**src/rtl/aes_pkg.sv**
```systemverilog
package aes_pkg;
    localparam int BYTE_W = 8;
    localparam int NB     = 16;
    localparam int BLK_W  = NB * BYTE_W;
    localparam int ROWS   = 4;
    localparam int COL_W  = ROWS * BYTE_W;
    localparam int ROUNDS = 10;
    localparam int RND_W  = $clog2(ROUNDS + 1);
    localparam int CNT_W  = $clog2(NB);

    typedef enum logic [1:0] {PH_IDLE, PH_PRE, PH_KEY, PH_DATA} phase_e;

    typedef struct packed {
        phase_e             ph;
        logic               dec;
        logic [RND_W-1:0]   rnd;
        logic [CNT_W-1:0]   cnt;
        logic [BLK_W-1:0]   st;
        logic [BLK_W-1:0]   ns;
        logic [BLK_W-1:0]   rk;
        logic [BYTE_W-1:0]  rcon;
        logic [COL_W-9:0]   tmp;
        logic [COL_W-1:0]   acc;
        logic               done;
    } regs_t;

    function automatic logic [7:0] xtime(input logic [7:0] a);
        return {a[6:0], 1'b0} ^ (a[7] ? 8'h1b : 8'h00);
    endfunction

    // multiply by x^-1 modulo the field polynomial
    function automatic logic [7:0] xdiv(input logic [7:0] a);
        return a[0] ? (((a ^ 8'h1b) >> 1) | 8'h80) : (a >> 1);
    endfunction

    function automatic logic [7:0] gmul(input logic [7:0] a, input logic [7:0] b);
        logic [7:0] p = 8'h00;
        logic [7:0] x = a;
        for (int i = 0; i < 8; i++) begin
            if (b[i]) p ^= x;
            x = xtime(x);
        end
        return p;
    endfunction

    // inverse through the GF(2^4) subfield: a^17 is the norm, its inverse is norm^14
    function automatic logic [7:0] gf_inv(input logic [7:0] a);
        logic [7:0] a2, a4, a8, a16, n, n2, n4, n8;
        a2  = gmul(a, a);
        a4  = gmul(a2, a2);
        a8  = gmul(a4, a4);
        a16 = gmul(a8, a8);
        n   = gmul(a16, a);
        n2  = gmul(n, n);
        n4  = gmul(n2, n2);
        n8  = gmul(n4, n4);
        return gmul(a16, gmul(gmul(n2, n4), n8));
    endfunction

    function automatic logic [7:0] rotl8(input logic [7:0] x, input int n);
        return (x << n) | (x >> (8 - n));
    endfunction

    function automatic logic [7:0] aff_fwd(input logic [7:0] b);
        return b ^ rotl8(b, 1) ^ rotl8(b, 2) ^ rotl8(b, 3) ^ rotl8(b, 4) ^ 8'h63;
    endfunction

    function automatic logic [7:0] aff_inv(input logic [7:0] y);
        return rotl8(y, 1) ^ rotl8(y, 3) ^ rotl8(y, 6) ^ 8'h05;
    endfunction

    function automatic logic [7:0] get_byte(input logic [BLK_W-1:0] v, input logic [3:0] b);
        return v[BLK_W-1-8*int'(b) -: 8];
    endfunction

    // mixing coefficient for output row i and input row j
    function automatic logic [7:0] coef(input logic dec, input logic last,
                                       input int i, input logic [1:0] j);
        logic [1:0] d = 2'(int'(j) - i);
        logic [7:0] fw [4] = '{8'h02, 8'h03, 8'h01, 8'h01};
        logic [7:0] iv [4] = '{8'h0e, 8'h0b, 8'h0d, 8'h09};
        if (last) return (d == 2'd0) ? 8'h01 : 8'h00;
        return dec ? iv[d] : fw[d];
    endfunction
endpackage

```
**src/rtl/aes_sbox.sv**
```systemverilog
module aes_sbox
    import aes_pkg::*;
(
    input  logic [BYTE_W-1:0] sb_in,
    input  logic              sb_inv,
    output logic [BYTE_W-1:0] sb_out
);
    logic [BYTE_W-1:0] pre_q;
    logic [BYTE_W-1:0] inv_v;

    always_comb begin
        pre_q  = sb_inv ? aff_inv(sb_in) : sb_in;
        inv_v  = gf_inv(pre_q);
        sb_out = sb_inv ? inv_v : aff_fwd(inv_v);
    end
endmodule

```
**src/rtl/aes_keystep.sv**
```systemverilog
module aes_keystep
    import aes_pkg::*;
(
    input  logic [BLK_W-1:0]  ks_key,
    input  logic [COL_W-1:0]  ks_sub,
    input  logic [BYTE_W-1:0] ks_rc,
    input  logic              ks_rev,
    output logic [BLK_W-1:0]  ks_next
);
    logic [COL_W-1:0] w [ROWS];
    logic [COL_W-1:0] n [ROWS];
    logic [COL_W-1:0] rcw;

    for (genvar c = 0; c < ROWS; c++) begin : g_col
        assign w[c] = ks_key[BLK_W-1-COL_W*c -: COL_W];
        assign ks_next[BLK_W-1-COL_W*c -: COL_W] = n[c];
    end

    always_comb begin
        rcw = {ks_rc, {(COL_W-BYTE_W){1'b0}}};
        if (ks_rev) begin
            n[3] = w[3] ^ w[2];
            n[2] = w[2] ^ w[1];
            n[1] = w[1] ^ w[0];
            n[0] = w[0] ^ ks_sub ^ rcw;
        end else begin
            n[0] = w[0] ^ ks_sub ^ rcw;
            n[1] = w[1] ^ n[0];
            n[2] = w[2] ^ n[1];
            n[3] = w[3] ^ n[2];
        end
    end
endmodule

```
**src/rtl/aes_byte_core.sv**
```systemverilog
module aes_byte_core
    import aes_pkg::*;
(
    input  logic             clk,
    input  logic             rst_n,
    input  logic             start,
    input  logic             decrypt,
    input  logic [BLK_W-1:0] key_in,
    input  logic [BLK_W-1:0] data_in,
    output logic             done,
    output logic [BLK_W-1:0] result
);
    regs_t q, d;

    logic [BYTE_W-1:0] sb_in, sb_out, kin, din;
    logic              sb_inv, ks_rev;
    logic [BYTE_W-1:0] ks_rc;
    logic [COL_W-1:0]  ks_sub;
    logic [BLK_W-1:0]  ks_out;
    logic [1:0]        row, colo, fcol, kb;

    aes_sbox u_sbox (.sb_in(sb_in), .sb_inv(sb_inv), .sb_out(sb_out));

    aes_keystep u_ks (.ks_key(q.rk), .ks_sub(ks_sub), .ks_rc(ks_rc),
                      .ks_rev(ks_rev), .ks_next(ks_out));

    assign ks_sub = {q.tmp, sb_out};

    // operand selection for the shared substitution unit
    always_comb begin
        row  = q.cnt[1:0];
        colo = q.cnt[3:2];
        kb   = 2'(row + 2'd1);
        fcol = q.dec ? 2'(colo - row) : 2'(colo + row);
        din  = get_byte(q.st, {fcol, row});
        kin  = get_byte(q.rk, {2'd3, kb});
        ks_rev = (q.ph == PH_KEY) && q.dec;
        if (ks_rev) kin = kin ^ get_byte(q.rk, {2'd2, kb});
        ks_rc  = ks_rev ? xdiv(q.rcon) : q.rcon;
        sb_in  = (q.ph == PH_DATA) ? din : kin;
        sb_inv = (q.ph == PH_DATA) && q.dec;
    end

    always_comb begin
        logic [BYTE_W-1:0] v, a;
        logic [COL_W-1:0]  nacc;
        logic              last;
        d      = q;
        d.done = 1'b0;
        last   = (q.rnd == RND_W'(ROUNDS));
        v      = q.dec ? (sb_out ^ get_byte(q.rk, {colo, row})) : sb_out;
        nacc   = '0;
        for (int i = 0; i < ROWS; i++) begin
            a = (row == 2'd0) ? 8'h00 : q.acc[COL_W-1-8*i -: 8];
            nacc[COL_W-1-8*i -: 8] = a ^ gmul(coef(q.dec, last, i, row), v);
        end
        case (q.ph)
            PH_IDLE: if (start) begin
                d.dec  = decrypt;
                d.rk   = key_in;
                d.rcon = 8'h01;
                d.cnt  = '0;
                if (decrypt) begin
                    d.st  = data_in;
                    d.rnd = '0;
                    d.ph  = PH_PRE;
                end else begin
                    d.st  = data_in ^ key_in;
                    d.rnd = RND_W'(1);
                    d.ph  = PH_KEY;
                end
            end
            PH_PRE, PH_KEY: begin
                d.cnt = q.cnt + CNT_W'(1);
                if (row != 2'd3) begin
                    d.tmp[COL_W-9-8*int'(row) -: 8] = sb_out;
                end else begin
                    d.cnt = '0;
                    d.rk  = ks_out;
                    if (q.ph == PH_PRE) begin
                        d.rcon = xtime(q.rcon);
                        d.rnd  = q.rnd + RND_W'(1);
                        if (q.rnd == RND_W'(ROUNDS - 1)) begin
                            d.st  = q.st ^ ks_out;
                            d.rnd = RND_W'(1);
                            d.ph  = PH_KEY;
                        end
                    end else begin
                        d.rcon = ks_rev ? ks_rc : xtime(q.rcon);
                        d.ph   = PH_DATA;
                    end
                end
            end
            PH_DATA: begin
                d.acc = nacc;
                d.cnt = q.cnt + CNT_W'(1);
                if (row == 2'd3) begin
                    for (int i = 0; i < ROWS; i++) begin
                        d.ns[BLK_W-1-8*(4*int'(colo)+i) -: 8] = nacc[COL_W-1-8*i -: 8] ^
                            (q.dec ? 8'h00 : get_byte(q.rk, {colo, 2'(i)}));
                    end
                end
                if (q.cnt == CNT_W'(NB - 1)) begin
                    d.st = d.ns;
                    if (last) begin
                        d.ph   = PH_IDLE;
                        d.done = 1'b1;
                    end else begin
                        d.rnd = q.rnd + RND_W'(1);
                        d.ph  = PH_KEY;
                    end
                end
            end
            default: d.ph = PH_IDLE;
        endcase
    end

    always_ff @(posedge clk or negedge rst_n) begin
        if (!rst_n) q <= regs_t'('0);
        else        q <= d;
    end

    assign done   = q.done;
    assign result = q.st;


    done_pulse_chk: assert property (@(posedge clk) disable iff (!rst_n)
        q.done |=> !q.done);

    result_hold_chk: assert property (@(posedge clk) disable iff (!rst_n)
        (q.ph == PH_IDLE && !start) |=> $stable(result));

    mode_hold_chk: assert property (@(posedge clk) disable iff (!rst_n)
        (q.ph != PH_IDLE) |=> $stable(q.dec));

    done_after_last_chk: assert property (@(posedge clk) disable iff (!rst_n)
        $rose(q.done) |-> ($past(q.ph) == PH_DATA && $past(q.rnd) == RND_W'(ROUNDS)));

    busy_start_chk: assert property (@(posedge clk) disable iff (!rst_n)
        (q.ph == PH_KEY && start) |=> (q.ph != PH_PRE));

    key_slot_chk: assert property (@(posedge clk) disable iff (!rst_n)
        (q.ph == PH_KEY || q.ph == PH_PRE) |-> (q.cnt < CNT_W'(4)));
endmodule

```
**config.mk**
```make
export PLATFORM = sky130hd
export DESIGN_NAME = aes_byte_core
export DESIGN_NICKNAME = d
export VERILOG_FILES = /design/src/rtl/aes_pkg.sv /design/src/rtl/aes_sbox.sv /design/src/rtl/aes_keystep.sv /design/src/rtl/aes_byte_core.sv
export SDC_FILE = /design/constraint.sdc
export NUM_CORES = 2
export LEC_CHECK = 0
export BUFFER_PORTS_ARGS = -buffer_cell sky130_fd_sc_hd__buf_2
export CORE_MARGIN = 4
export CORE_UTILIZATION = 29
export DETAILED_ROUTE_END_ITERATION = 7
export SLEW_MARGIN = 15
export SYNTH_ARGS = -nofsm -noshare
export SYNTH_HDL_FRONTEND = slang
export SYNTH_HIERARCHICAL = 1
export SYNTH_SLANG_ARGS = --single-unit
```
**constraint.sdc**
```tcl
create_clock -name clk -period 61.8 [get_ports clk]
set_input_delay 12.36 -clock clk [delete_from_list [all_inputs] [get_ports clk]]
set_output_delay 12.36 -clock clk [all_outputs]
set_load 0.02 [all_outputs]
```
Yosys cells after proc, flatten, opt, wreduce, memory -nomap -nowiden. Index checks and enable logic that the tools add are counted.

Output and inout bits: 129. Register bits: 460. Logic and storage cells: 630. Input bits: 260.

Mux-type cells: 302. Add/sub/neg operators: 28. Eq/ne operators: 15. Bitwise logic cells: 237. Reduce and logical (&&, ||, !) cells: 15. $lt $le $gt $ge: 4. Shift operators: 18.

Operators with widths (count): $xor A8 B8 Y8 (184); $mux W8 (165); $shiftx A135 B8 Y8 (8); $mux W128 (5); $shift A8 B33 Y135 const A (4); $shiftx A8 B33 Y135 (4); $bwmux W128 (4); $mux W5 (92); $mux W136 (3); $pmux W136 S3 (1); $pmux W136 S2 (1); $xor A128 B128 Y128 (2); $xor A32 B32 Y32 (8); $xor A8 B5 Y8 (29); $mux W139 (1); $bmux W8 S2 (8); $neg A9 Y33 (3); $mux W96 (1); $sub A7 B7 Y8 const A (8); $neg A6 Y33 (1); $neg A8 Y33 (1); $shift A8 B33 Y31 const A (1); $shiftx A8 B33 Y31 (1); $sub A7 B8 Y9 const A (3); 37 further kinds (81).

Logic depth before layout (Yosys ltp).
Word-level depth: 203. Gate-level depth with buffers: 98. Depth with buffers taken out: 80.

Modules after synthesis. Netlist, hierarchy kept.

By module, submodules not included: aes_byte_core (cells an instance 3573, area each 32299.7 um2, times used 1, seq. area each 11511.0 um2); aes_sbox (cells an instance 1833, area each 13899.6 um2, times used 1, seq. area each 0.0 um2); aes_keystep (cells an instance 370, area each 3231.8 um2, times used 1, seq. area each 0.0 um2).

Worst setup path before layout. Ideal clock, no wire load.

Path type: flip-flop to flip-flop. From: register q[449] in the netlist's numbering. To: register q, in the netlist result[60]. Slack: 38.949 ns. Arrival: 22.719 ns. Clock period less this slack: 22.851 ns. Stages on the path, launching flop included: 97. Library setup time: 0.132 ns. Data required time: 61.668 ns. Buffers on the path: 19. Path through: dfrtp_1 > buf_2 > inv_2 > clkbuf_1 > ha_1 > clkbuf_1 > mux2i_1 > xnor2_1 > mux4_2 > nor2_1 > a21oi_1 > buf_2 > xor3_1 > mux2i_4 > inv_2 > buf_2 > buf_1 > ha_1 > [61 not listed] > buf_2 > nor2_1 > xnor2_1 > xnor2_1 > xnor2_1 > xor2_2 > xnor3_1 > nor2_1 > xor2_1 > clkbuf_1 > mux2i_1 > o22ai_1 > a21oi_1 > a211o_1 > a211o_1 > and3_1 > o311ai_0 > a21oi_1.

Elaborated cells between the ends (all ways): 521. Those cells by class: 10 x add/sub; 5 x eq/ne; 8 x shift; 268 x mux; 225 x bitwise; 5 x reduce/logical.

RTL lines: start: declaration (RTL line aes_byte_core.sv:13) `regs_t q, d;`; start signal: assignment (RTL line aes_byte_core.sv:119) `if (!rst_n) q <= regs_t'('0);`; $add A2 B1 Y2 (RTL line aes_byte_core.sv:33) `kb = 2'(row + 2'd1);`; $sub A7 B7 Y8 (RTL line aes_pkg.sv:73) `return v[BLK_W-1-8*int'(b) -: 8];`; $shiftx A135 B8 Y8 (RTL line aes_pkg.sv:73); $xor A8 B8 Y8 (RTL line aes_byte_core.sv:38) `if (ks_rev) kin = kin ^ get_byte(q.rk, {2'd2, kb});`; $mux W8 (RTL line aes_byte_core.sv:38); $mux W8 * (RTL line aes_byte_core.sv:40) `sb_in = (q.ph == PH_DATA) ? din : kin;`; named net sb_in[1] (RTL line aes_byte_core.sv:15) `logic [BYTE_W-1:0] sb_in, sb_out, kin, din;`; $or A8 B6 Y8 (RTL line aes_pkg.sv:61) `return (x << n) | (x >> (8 - n));`; [163 not listed]; named net ks_sub[7] (RTL line aes_byte_core.sv:18) `logic [COL_W-1:0] ks_sub;`; [3 not listed]; $xor A8 B8 Y8 (RTL line aes_byte_core.sv:55) `nacc[COL_W-1-8*i -: 8] = a ^ gmul(coef(q.dec, last, i, row), v);`; $xor A8 B8 Y8 (RTL line aes_byte_core.sv:99) `d.ns[BLK_W-1-8*(4*int'(colo)+i) -: 8] = nacc[COL_W-1-8*i -: 8] ^`; $shiftx A8 B33 Y135 (RTL line aes_byte_core.sv:99); $bwmux W128 (3 in a row) (RTL line aes_byte_core.sv:99); $bwmux W128 * (RTL line aes_byte_core.sv:99); $mux W128 * (RTL line aes_byte_core.sv:97) `if (row == 2'd3) begin`; $mux W128 * (RTL line aes_byte_core.sv:103) `if (q.cnt == CNT_W'(NB - 1)) begin`; $pmux W136 S3 * (RTL line aes_byte_core.sv:57) `case (q.ph)`.

Mark *: on every way through the listed nets, which the timed path passes. The rest lies on a longest branch. The select of a mux whose other input is x is not followed. A chain may end at the register's enable or synchronous reset.

Worst setup path in the final report.
From: register q[450] in the netlist's numbering. To: register q, in the netlist result[13].

Elaborated cells between the ends (all ways): 521. Those cells by class: 10 x add/sub; 5 x eq/ne; 8 x shift; 268 x mux; 225 x bitwise; 5 x reduce/logical.

RTL lines (RTL line): $add A2 B1 Y2 (aes_byte_core.sv:33); $sub A7 B7 Y8 (aes_pkg.sv:73); $shiftx A135 B8 Y8 (aes_pkg.sv:73); $xor A8 B8 Y8 (aes_byte_core.sv:38); $mux W8 (aes_byte_core.sv:38); $mux W8 * (aes_byte_core.sv:40); named net sb_in[4] (aes_byte_core.sv:15); $or A8 B3 Y8 (aes_pkg.sv:61); [164 not listed]; named net ks_sub[4] (aes_byte_core.sv:18); [9 not listed]; $xor A8 B8 Y8 (aes_byte_core.sv:55); $xor A8 B8 Y8 (aes_byte_core.sv:99); $shiftx A8 B33 Y135 (aes_byte_core.sv:99); $bwmux W128 (3 in a row) (aes_byte_core.sv:99); $bwmux W128 * (aes_byte_core.sv:99); $mux W128 * (aes_byte_core.sv:97); $mux W128 * (aes_byte_core.sv:103); $pmux W136 S3 * (aes_byte_core.sv:57).

Marked as above.

==> impl_metrics.json <==
{
  "numCtsBuffers": 51,
  "worst_slack_ps": 33790,
  "via_per_inst": 5.797,
  "clk_latency_ps": 650,
  "fin_skew_ps": 25.96,
  "die_x_um": 420.9,
  "drive_above_1_share": 0.1649,
  "tightestPinTransition_ps": 1372,
  "cts_tree": "done",
  "grt_usage": 0.2429,
  "multi_input_area_mm2": 0.03518,
  "synthTopCellsByArea": "dfrtp_1 (23%), xnor2_1 (13%), nand2_1 (5.2%), mux2i_1 (5.0%), o21ai_0 (4.8%)",
  "reg2reg_from": "q[450]$_DFFE_PN0P_",
  "yosys.area.top_type": "dfrtp_1",
  "ctsLongestPathBuffers": 3,
  "seq_area_frac_synth": 0.2329,
  "synth_top_area_frac": 0.2329,
  "cap_violations": 0,
  "post-route-period-util": 0.4532,
  "port_buffers": 388,
  "syn2layout_area_growth_pct": 10.28,
  "nNetsFinal": 6082,
  "overflow": 0,
  "maxSlewHeadroom": 0.07548,
  "hpwl_um": 167700,
  "timing.setup.tns_ps": 0,
  "syn-mean-instance-area_um2": 8.558,
  "slew_violations": 0,
  "end_kind": "flop",
  "ios": 389,
  "cp_max_fo": 40,
  "arrival_ps": 28550,
  "holdBufCountCts": 0,
  "ant_nets": 0,
  "async_flop_share": 1.000,
  "cp_slowest_cell": "xnor3_1",
  "yosysMostFrequentCell": "xnor2_1",
  "r2r-end": "result[13]$_DFFE_PN0P_",
  "slowest_delay_ps": 960,
  "rrSetupSlack_ps": 33790,
  "synth_cell_type_count": 119,
  "netlist_instances": 5776,
  "synth_seq_cells": 460,
  "run_status": "finished clean",
  "drtIter0Drc": 6635,
  "antenna_found_initial": 31,
  "initial_utilization": 0.2917,
  "root_buffer": "clkbuf_16",
  "vias": 46810,
  "cts.sinks": 460,
  "synth_ff_type": "dfrtp_1",
  "detail_route.wirelength_um": 223900,
  "cp-start-kind": "flop",
  "rsz0062_at_grt": "no",
  "die_h_um": 420.9,
  "setup_viol": 0,
  "min_to": "q[317]$_DFFE_PN0P_",
  "min-delay-path-class": "reg -> reg",
  "cts-htree-levels": 2,
  "drtPass1Iterations": 8,
  "fill_cells": 17650,
  "max_freq_mhz": 35.70,
  "synth_warnings": 6,
  "dieArea_mm2": 0.1771,
  "pre_cts_ws_ps": 33910,
  "coreArea_mm2": 0.1695,
  "place_congestion": 0.9971,
  "final-seq-area_mm2": 0.01152,
  "worstSetupPathType": "reg -> reg",
  "avgRoutedWirePerCell_um": 27.72,
  "finalHoldViolations": 0,
  "grt_pass1_wl_um": 317800,
  "grt_max_degree": 133,
  "post_cts_buffers": 0,
  "synth_edf_count": 0,
  "path_clk_slew_ps": 70,
  "cpMostUsedCell": "xnor2_1",
  "timing.hold.worst_path_depth": 2,
  "cts_resized": 0,
  "rr_worst_depth": 79,
  "hp-start": "q[317]$_DFFE_PN0P_",
  "grt_pass1_vias": 43170,
  "syn_nets": 6060,
  "synth_area_mm2": 0.04943,
  "fin_crit_ps": 28010,
  "drc": 0,
  "rows": 151,
  "ys_top_cells_by_count": "xnor2_1 (740), nand2_1 (689), o21ai_0 (472)",
  "crit_start": "q[450]$_DFFE_PN0P_",
  "crit_required_ps": 62340
}
-- registers in the layout, indices dropped and copies added (netlist names) --
| signal | cells |
|---|---|
| colo | 2 |
| done | 1 |
| ks_sub | 24 |
| q | 305 |
| result | 128 |
-- cell usage in the layout (no fill, tap or decap), types with 31 or more instances in the layout --
cell       netlist  routed
xnor2_2         50      64
buf_2           54     386
inv_1           60      60
nand4_1         31      31
nand2_1        689     684
mux2i_1        245     245
nor2b_1        158     158
nand2b_1        89      89
xnor3_1         89      89
buf_4          150     122
o22ai_1         34      34
nor3_1         121     120
nand3_1        140     139
nor2_1         394     388
dfrtp_1        460     456
xnor2_1        740     726
clkbuf_16        0      53
xor2_2          35      39
and2_1          36      35
a221oi_1        66      66
mux4_2          88      88
a21oi_1        250     249
a22oi_1         73      73
o211ai_1        37      37
xor2_1         183     179
o21ai_0        472     471
o32ai_1         32      32
-- critical path: cells and delay by family (launching register included) --
kind	cells	cell delay, ps
AO/OA/AOI/OAI	16	5270
multiplexers	5	1820
XOR/XNOR	28	10700
adder cells (fa/ha/maj)	7	3270
flip-flops	1	750
buffers and inverters	9	2790
AND/OR/NAND/NOR	14	3130
-- worst max path at each step --
stage                                        end  cells after the start
after global placement     result[9]$_DFFE_PN0P_                     82
final                     result[13]$_DFFE_PN0P_                     79
after detailed placement  result[13]$_DFFE_PN0P_                     79
after global routing      result[13]$_DFFE_PN0P_                     79
after floorplan           result[60]$_DFFE_PN0P_                     96
after CTS                 result[13]$_DFFE_PN0P_                     79
-- cell type report --
type                       instances  share of cell area
clock inverter                    21            0.005325
clock buffer                      74             0.02835
timing repair buffer             510             0.05288
multi-input combinational       4705              0.6454
antenna                           18           0.0008263
inverter                          70            0.004866
tap                             2218             0.05091
sequential                       460              0.2114
-- cells by family after synthesis --
| family | share of synthesized area |
|---|---|
| AOI/OAI and AO/OA | 0.1784 |
| DFF | 0.2329 |
| buffers and inverters | 0.06100 |
| adders and majority gates | 0.006075 |
| xor gates and xnor gates | 0.2483 |
| and+or+nand+nor | 0.1728 |
| muxes | 0.1005 |
-- stage by stage --
step / util / hold WS, ps / cell area, um2 / cells
after floorplan: - / 441.3 / 49430 / 5776
after detailed placement: 0.3105 / 463.7 / 52620 / 7963
after global routing: 0.3214 / 505.1 / 54470 / 8061
after CTS: 0.3213 / 478.0 / 54450 / 8058
after global placement: 0.3104 / 456.6 / 52600 / 7963
final: 0.3217 / 475.4 / 54510 / 8076
-- routing by layer --
| layer | wire, um | track usage |
|---|---|---|
| met5 | 104 | 0 |
| met4 | 13530 | 0.1248 |
| met3 | 25260 | 0.06254 |
| met2 | 93200 | 0.3504 |
| met1 | 91800 | 0.3332 |
Power is not shown: default switching activity piles up to over one toggle a cycle in this logic, so the estimate is an artifact.
